<file path="config.mk">
export PLATFORM = sky130hd
export DESIGN_NAME = dual_bank_intc
export DESIGN_NICKNAME = d
export VERILOG_FILES = /design/src/rtl/intc_pkg.sv /design/src/rtl/intc_cond.sv /design/src/rtl/intc_arb.sv /design/src/rtl/intc_bank.sv /design/src/rtl/dual_bank_intc.sv
export SDC_FILE = /design/constraint.sdc
export NUM_CORES = 2
export LEC_CHECK = 0
export BUFFER_PORTS_ARGS = -buffer_cell sky130_fd_sc_hd__buf_4
export CORE_MARGIN = 8
export CORE_UTILIZATION = 60
export DETAILED_ROUTE_END_ITERATION = 16
export PLACE_DENSITY = 0.76
export SYNTH_ARGS = -nofsm -noshare
export SYNTH_HDL_FRONTEND = slang
export SYNTH_SLANG_ARGS = --single-unit
</file>
<file path="constraint.sdc">
create_clock -name clk -period 92.5 [get_ports clk]
set_input_delay 13.875 -clock clk [delete_from_list [all_inputs] [get_ports clk]]
set_output_delay 13.875 -clock clk [all_outputs]
set_load 0.005 [all_outputs]
</file>
<file path="src/rtl/intc_pkg.sv">
package intc_pkg;
    parameter int unsigned NSRC_DEF = 32;
    parameter int unsigned PRIO_W   = 4;
    parameter int unsigned DATA_W   = 32;
    parameter int unsigned ADDR_W   = 10;
    parameter int unsigned NBANK    = 2;

    // Register offsets inside one bank (address bits [7:0])
    localparam logic [7:0] OFS_PEND  = 8'h00;
    localparam logic [7:0] OFS_RAW   = 8'h04;
    localparam logic [7:0] OFS_ENSET = 8'h08;
    localparam logic [7:0] OFS_ENCLR = 8'h0C;
    localparam logic [7:0] OFS_WIN   = 8'h20;
    localparam logic [7:0] OFS_ACK   = 8'h28;
    localparam logic [7:0] OFS_CEIL  = 8'h2C;

    // Shared registers (address bit 9 set, bit 8 clear)
    localparam logic [7:0] OFS_POL   = 8'h00;
    localparam logic [7:0] OFS_MODE  = 8'h04;

    typedef logic [PRIO_W-1:0] prio_t;
endpackage

</file>
<file path="src/rtl/intc_cond.sv">
module intc_cond #(
    parameter int unsigned NSRC = 32
) (
    input  logic            clk,
    input  logic            rst_n,
    input  logic [NSRC-1:0] cond_i,
    input  logic [NSRC-1:0] capture_i,
    input  logic            ack_i,
    output logic [NSRC-1:0] raw_o
);
    logic [NSRC-1:0] hold_q;

    always_ff @(posedge clk or negedge rst_n) begin
        if (!rst_n)
            hold_q <= '0;
        else if (ack_i)
            hold_q <= cond_i & capture_i;
        else
            hold_q <= (hold_q | cond_i) & capture_i;
    end

    assign raw_o = cond_i | (hold_q & capture_i);
endmodule

</file>
<file path="src/rtl/intc_arb.sv">
module intc_arb #(
    parameter int unsigned NSRC = 32,
    parameter int unsigned PW   = 4,
    localparam int unsigned IDW = $clog2(NSRC)
) (
    input  logic [NSRC-1:0]         req_i,
    input  logic [NSRC-1:0][PW-1:0] prio_i,
    input  logic [PW-1:0]           ceil_i,
    output logic [NSRC-1:0]         pend_o,
    output logic [IDW-1:0]          win_o
);
    logic [PW-1:0] best;
    logic          found;

    // Walk from the top index down so that "<=" leaves the lowest index on ties.
    always_comb begin
        pend_o = '0;
        win_o  = '0;
        best   = '1;
        found  = 1'b0;
        for (int i = NSRC - 1; i >= 0; i--) begin
            if (req_i[i] && (prio_i[i] <= ceil_i)) begin
                pend_o[i] = 1'b1;
                if (!found || (prio_i[i] <= best)) begin
                    best  = prio_i[i];
                    win_o = IDW'(i);
                    found = 1'b1;
                end
            end
        end
    end
endmodule

</file>
<file path="src/rtl/intc_bank.sv">
module intc_bank #(
    parameter int unsigned NSRC = 32,
    parameter int unsigned PW   = 4,
    parameter int unsigned DW   = 32,
    localparam int unsigned IDW = $clog2(NSRC)
) (
    input  logic                    clk,
    input  logic                    rst_n,
    input  logic                    en_set_i,
    input  logic                    en_clr_i,
    input  logic                    ceil_wr_i,
    input  logic [DW-1:0]           wdata_i,
    input  logic [NSRC-1:0]         raw_i,
    input  logic [NSRC-1:0][PW-1:0] prio_i,
    output logic [NSRC-1:0]         en_o,
    output logic [PW-1:0]           ceil_o,
    output logic [NSRC-1:0]         pend_o,
    output logic [IDW-1:0]          win_o,
    output logic                    int_o
);
    logic [NSRC-1:0] en_q;
    logic [PW-1:0]   ceil_q;

    always_ff @(posedge clk or negedge rst_n) begin
        if (!rst_n) begin
            en_q   <= '0;
            ceil_q <= '1;
        end else begin
            if (en_set_i)  en_q   <= en_q | wdata_i[NSRC-1:0];
            if (en_clr_i)  en_q   <= en_q & ~wdata_i[NSRC-1:0];
            if (ceil_wr_i) ceil_q <= wdata_i[PW-1:0];
        end
    end

    intc_arb #(.NSRC(NSRC), .PW(PW)) u_arb (
        .req_i  (raw_i & en_q),
        .prio_i (prio_i),
        .ceil_i (ceil_q),
        .pend_o (pend_o),
        .win_o  (win_o)
    );

    assign en_o   = en_q;
    assign ceil_o = ceil_q;
    assign int_o  = |pend_o;
endmodule

</file>
<file path="src/rtl/dual_bank_intc.sv">
module dual_bank_intc
    import intc_pkg::*;
#(
    parameter int unsigned NSRC = NSRC_DEF,
    parameter int unsigned PW   = PRIO_W,
    parameter int unsigned DW   = DATA_W,
    parameter int unsigned AW   = ADDR_W
) (
    input  logic          clk,
    input  logic          rst_n,
    input  logic [31:0]   src_in,
    input  logic          bus_wr,
    input  logic          bus_rd,
    input  logic [9:0]    bus_addr,
    input  logic [31:0]   bus_wdata,
    output logic [31:0]   bus_rdata,
    output logic          irq_out,
    output logic          fiq_out
);
    localparam int unsigned IDW = $clog2(NSRC);

    logic [NSRC-1:0]         pol_q;
    logic [NSRC-1:0]         mode_q;
    logic [NSRC-1:0][PW-1:0] prio_q;
    logic [NSRC-1:0]         cond;

    logic [NSRC-1:0] bank_en   [NBANK];
    logic [NSRC-1:0] bank_raw  [NBANK];
    logic [NSRC-1:0] bank_pend [NBANK];
    logic [IDW-1:0]  bank_win  [NBANK];
    logic [PW-1:0]   bank_ceil [NBANK];
    logic [NBANK-1:0] bank_int;

    logic            shared_sel;
    logic            prio_sel;
    logic [IDW-1:0]  pidx;

    assign shared_sel = bus_addr[9] & ~bus_addr[8];
    assign prio_sel   = bus_addr[9] & bus_addr[8] & ~bus_addr[7];
    assign pidx       = bus_addr[2 +: IDW];

    always_ff @(posedge clk or negedge rst_n) begin
        if (!rst_n) begin
            pol_q  <= '1;
            mode_q <= '0;
            prio_q <= '0;
        end else if (bus_wr) begin
            if (shared_sel && bus_addr[7:0] == OFS_POL)  pol_q  <= bus_wdata[NSRC-1:0];
            if (shared_sel && bus_addr[7:0] == OFS_MODE) mode_q <= bus_wdata[NSRC-1:0];
            if (prio_sel) prio_q[pidx] <= bus_wdata[PW-1:0];
        end
    end

    assign cond = src_in[NSRC-1:0] ~^ pol_q;

    for (genvar b = 0; b < NBANK; b++) begin : g_bank
        localparam logic BSEL = 1'(b);
        logic hit;
        assign hit = ~bus_addr[9] & (bus_addr[8] == BSEL);

        intc_cond #(.NSRC(NSRC)) u_cond (
            .clk       (clk),
            .rst_n     (rst_n),
            .cond_i    (cond),
            .capture_i (mode_q),
            .ack_i     (bus_rd && hit && bus_addr[7:0] == OFS_ACK),
            .raw_o     (bank_raw[b])
        );

        intc_bank #(.NSRC(NSRC), .PW(PW), .DW(DW)) u_bank (
            .clk       (clk),
            .rst_n     (rst_n),
            .en_set_i  (bus_wr && hit && bus_addr[7:0] == OFS_ENSET),
            .en_clr_i  (bus_wr && hit && bus_addr[7:0] == OFS_ENCLR),
            .ceil_wr_i (bus_wr && hit && bus_addr[7:0] == OFS_CEIL),
            .wdata_i   (bus_wdata),
            .raw_i     (bank_raw[b]),
            .prio_i    (prio_q),
            .en_o      (bank_en[b]),
            .ceil_o    (bank_ceil[b]),
            .pend_o    (bank_pend[b]),
            .win_o     (bank_win[b]),
            .int_o     (bank_int[b])
        );
    end

    always_comb begin
        bus_rdata = '0;
        if (!bus_addr[9]) begin
            unique case (bus_addr[7:0])
                OFS_PEND:  bus_rdata = DW'(bank_pend[bus_addr[8]]);
                OFS_RAW:   bus_rdata = DW'(bank_raw[bus_addr[8]]);
                OFS_ENSET: bus_rdata = DW'(bank_en[bus_addr[8]]);
                OFS_WIN:   bus_rdata = DW'(bank_win[bus_addr[8]]);
                OFS_CEIL:  bus_rdata = DW'(bank_ceil[bus_addr[8]]);
                default:   bus_rdata = '0;
            endcase
        end else if (shared_sel) begin
            if (bus_addr[7:0] == OFS_POL)  bus_rdata = DW'(pol_q);
            if (bus_addr[7:0] == OFS_MODE) bus_rdata = DW'(mode_q);
        end else if (prio_sel) begin
            bus_rdata = DW'(prio_q[pidx]);
        end
    end

    assign irq_out = bank_int[0];
    assign fiq_out = bank_int[1];
endmodule

</file>
==> results.json <==
{
  "status": "complete, no violations",
  "synth.distinct_cells": 110,
  "grt_pass1_vias": 33100,
  "p_int_uw": 298,
  "die_x_um": 260,
  "synth_edf_count": 0,
  "ios": 112,
  "cts.sinks": 328,
  "synth_top_area_share": 0.201,
  "ys_ff_latch": 328,
  "detail_route.iter0.violations": 3501,
  "power_density_nw_per_um2": 11.5,
  "synthArstFlopShare": 1.00,
  "postCtsSetupBuffers": 0,
  "arrival_ns": 68.47,
  "gr-usage-met1": 0.457,
  "post_cts_resized": 0,
  "cts.reportedPaths.clkPinSlew_ns": 0.06,
  "core_area_um2": 59000,
  "ys.flop_type": "dfrtp_1",
  "fill_cells": 5035,
  "drtAntennaViolNets": 0,
  "timing.final.crit_share": 0.890,
  "rsz0062_at_grt": "false",
  "syn_inst": 4321,
  "syn_area_um2": 35800,
  "final.min_clock_period_ns": 82.34,
  "initial_core_util": 0.607,
  "crit_path_max_fanout": 10,
  "crit_top_cell": "ha_1",
  "numCtsBuffers": 41,
  "hold_path.class": "flip-flop to flip-flop",
  "syn_avg_cell_area_um2": 8.30,
  "cts_tree": "built",
  "grt_busiest_layer": "met2",
  "ys.warnings.count": 0,
  "switching_share": 0.333,
  "setup_tns_ns": 0,
  "num_vias": 35300,
  "synth_most_common_cell": "nand2_1",
  "reg2reg_slack_ns": 90.95,
  "p_leak_nw": 18.5,
  "gp_congestion": 1.01,
  "synth-seq-area-share": 0.230,
  "syn_nets": 4845,
  "synth_top_cell_by_area": "dfrtp_1",
  "cap_violations": 0,
  "antenna_found_initial": 3,
  "synth_common_cells": "nand2_1 (603), ha_1 (446), o21ai_0 (346)",
  "pwr-share-seq": 0.358,
  "maxSlewViolCount": 0,
  "fp.dieArea_um2": 67800,
  "grt_pass1_wl_um": 189000,
  "p_clk_frac": 0.387,
  "place_hpwl_um": 89900,
  "hold_violations": 0,
  "overflow": 0,
  "worstPathRequired_ns": 78.62,
  "routed_via_density": 6.80,
  "globalRouteTotalUtil": 0.349,
  "cts_root_buf": "clkbuf_16",
  "die_y_um": 260,
  "p_switching_uw": 149,
  "power.share.combinational": 0.255,
  "fin_ws_ns": 10.16,
  "row_count": 89,
  "worstMarginPinSlew_ns": 1.21,
  "synth_area_leaders": "dfrtp_1 (20%), ha_1 (16%), mux2_2 (6.8%), nand2_1 (6.3%), o21ai_0 (4.8%)",
  "max_stage_delay_ns": 0.82,
  "cts_htree_levels": 2,
  "grt_max_degree": 77,
  "setup_viol": 0,
  "drc": 0,
  "holdBufCountCts": 0,
  "final_nets": 4902,
  "p_total_uw": 447,
  "fin_skew_ns": 0.0103,
  "vdd_drop_max_uv": 14.0,
  "grtUsageMet3": 0.0689,
  "fmax_mhz": 12.1,
  "cts_max_path_buffers": 3,
  "cp_slowest_cell": "nor4_1",
  "pre_cts_ws_ns": 11.42,
  "first_pass_iters": 5,
  "slew_headroom": 0.193,
  "critical_path_class": "input pin to output port",
  "drive_gt1_frac": 0.141,
  "area_growth_pct": 8.61,
  "grt_util_met2": 0.549,
  "wl_per_cell_um": 23.3,
  "portBuffers": 111,
  "end_kind": "output port",
  "startpoint_type": "input pin",
  "clk_latency_ns": 0.59,
  "wirelength_um": 121000
}
## through the flow
step	utilization	instance area [µm²]	hold WS, ns	cells
global placement	0.636	37500	0.463	5108
CTS	0.660	38900	0.489	5184
detailed placement	0.636	37500	0.477	5108
floorplan	-	35800	0.448	4321
finish	0.660	38900	0.494	5186
global route	0.660	38900	0.515	5185
## area by class of cell
| class | instances | area (µm²) | area share |
|---|---|---|---|
| clock inverters | 13 | 180 | 0.00463 |
| well taps | 773 | 967 | 0.0248 |
| clock buffers | 63 | 1240 | 0.0319 |
| diodes | 2 | 5.00 | 0.000129 |
| repair buffers | 157 | 1190 | 0.0305 |
| multi-input cells | 3588 | 26100 | 0.671 |
| inverters | 262 | 983 | 0.0253 |
| flip-flops and latches | 328 | 8260 | 0.212 |
## layout by cell type (no fill, tap or decap), types with 97 or more instances in the layout
cell	count
nor2b_1	97
o21ai_0	346
inv_1	261
buf_4	156
mux2_2	215
ha_1	446
nand3_1	115
dfrtp_1	288
a21oi_1	253
nand2_1	603
nor2_1	191
## final timing paths
check,from,to,cells past startpoint
worst max register to register,g_bank[1].u_bank.ceil_o[3],g_bank[1].u_bank.ceil_o[3],4
max in group asynchronous,rst_n,g_bank[0].u_cond.hold_q[6],3
worst min-delay path,flip-flop,flip-flop,2
worst max-delay path,src_in[31],bus_rdata[4],246
worst min register to register,flip-flop,flip-flop,2
min in group asynchronous,rst_n,g_bank[1].u_cond.hold_q[26],1
## kinds of logic after synthesis
| kind of cell | Yosys count | synth area share |
|---|---|---|
| adders and majority gates | 454 | 0.158 |
| DFF | 328 | 0.230 |
| muxes | 312 | 0.106 |
| xor gates and xnor gates | 50 | 0.0126 |
| AOI/OAI and AO/OA | 1425 | 0.274 |
| and+or+nand+nor | 1347 | 0.176 |
| buffers and inverters | 405 | 0.0425 |
## layer usage
metal  routed length (µm)  part of all wire  vias up
li1                     -                 -    16400
met1                50300              0.42    16900
met2                53500              0.44     1619
met3                11100             0.092      373
met4                 6220             0.051        4
met5                   26           0.00021        -
## power by group through the flow
stage               registers, mW  clock network, mW  logic, mW
finish                      0.160              0.173      0.114
global placement            0.162                  0      0.110
floorplan                   0.156                  0     0.0818
CTS                         0.159              0.175      0.112
detailed placement          0.162                  0      0.112
global route                0.160              0.181      0.127
## worst max-delay path, delay by kind of cell
family,cells,cell delay (ns)
xor gates and xnor gates,1,0.26
muxes,16,4.79
buffers and inverters,15,1.19
and+or+nand+nor,44,8.16
AOI/OAI and AO/OA,134,29.63
adders and majority gates,36,10.45
No activity file was read; power rests on OpenSTA's default activity.
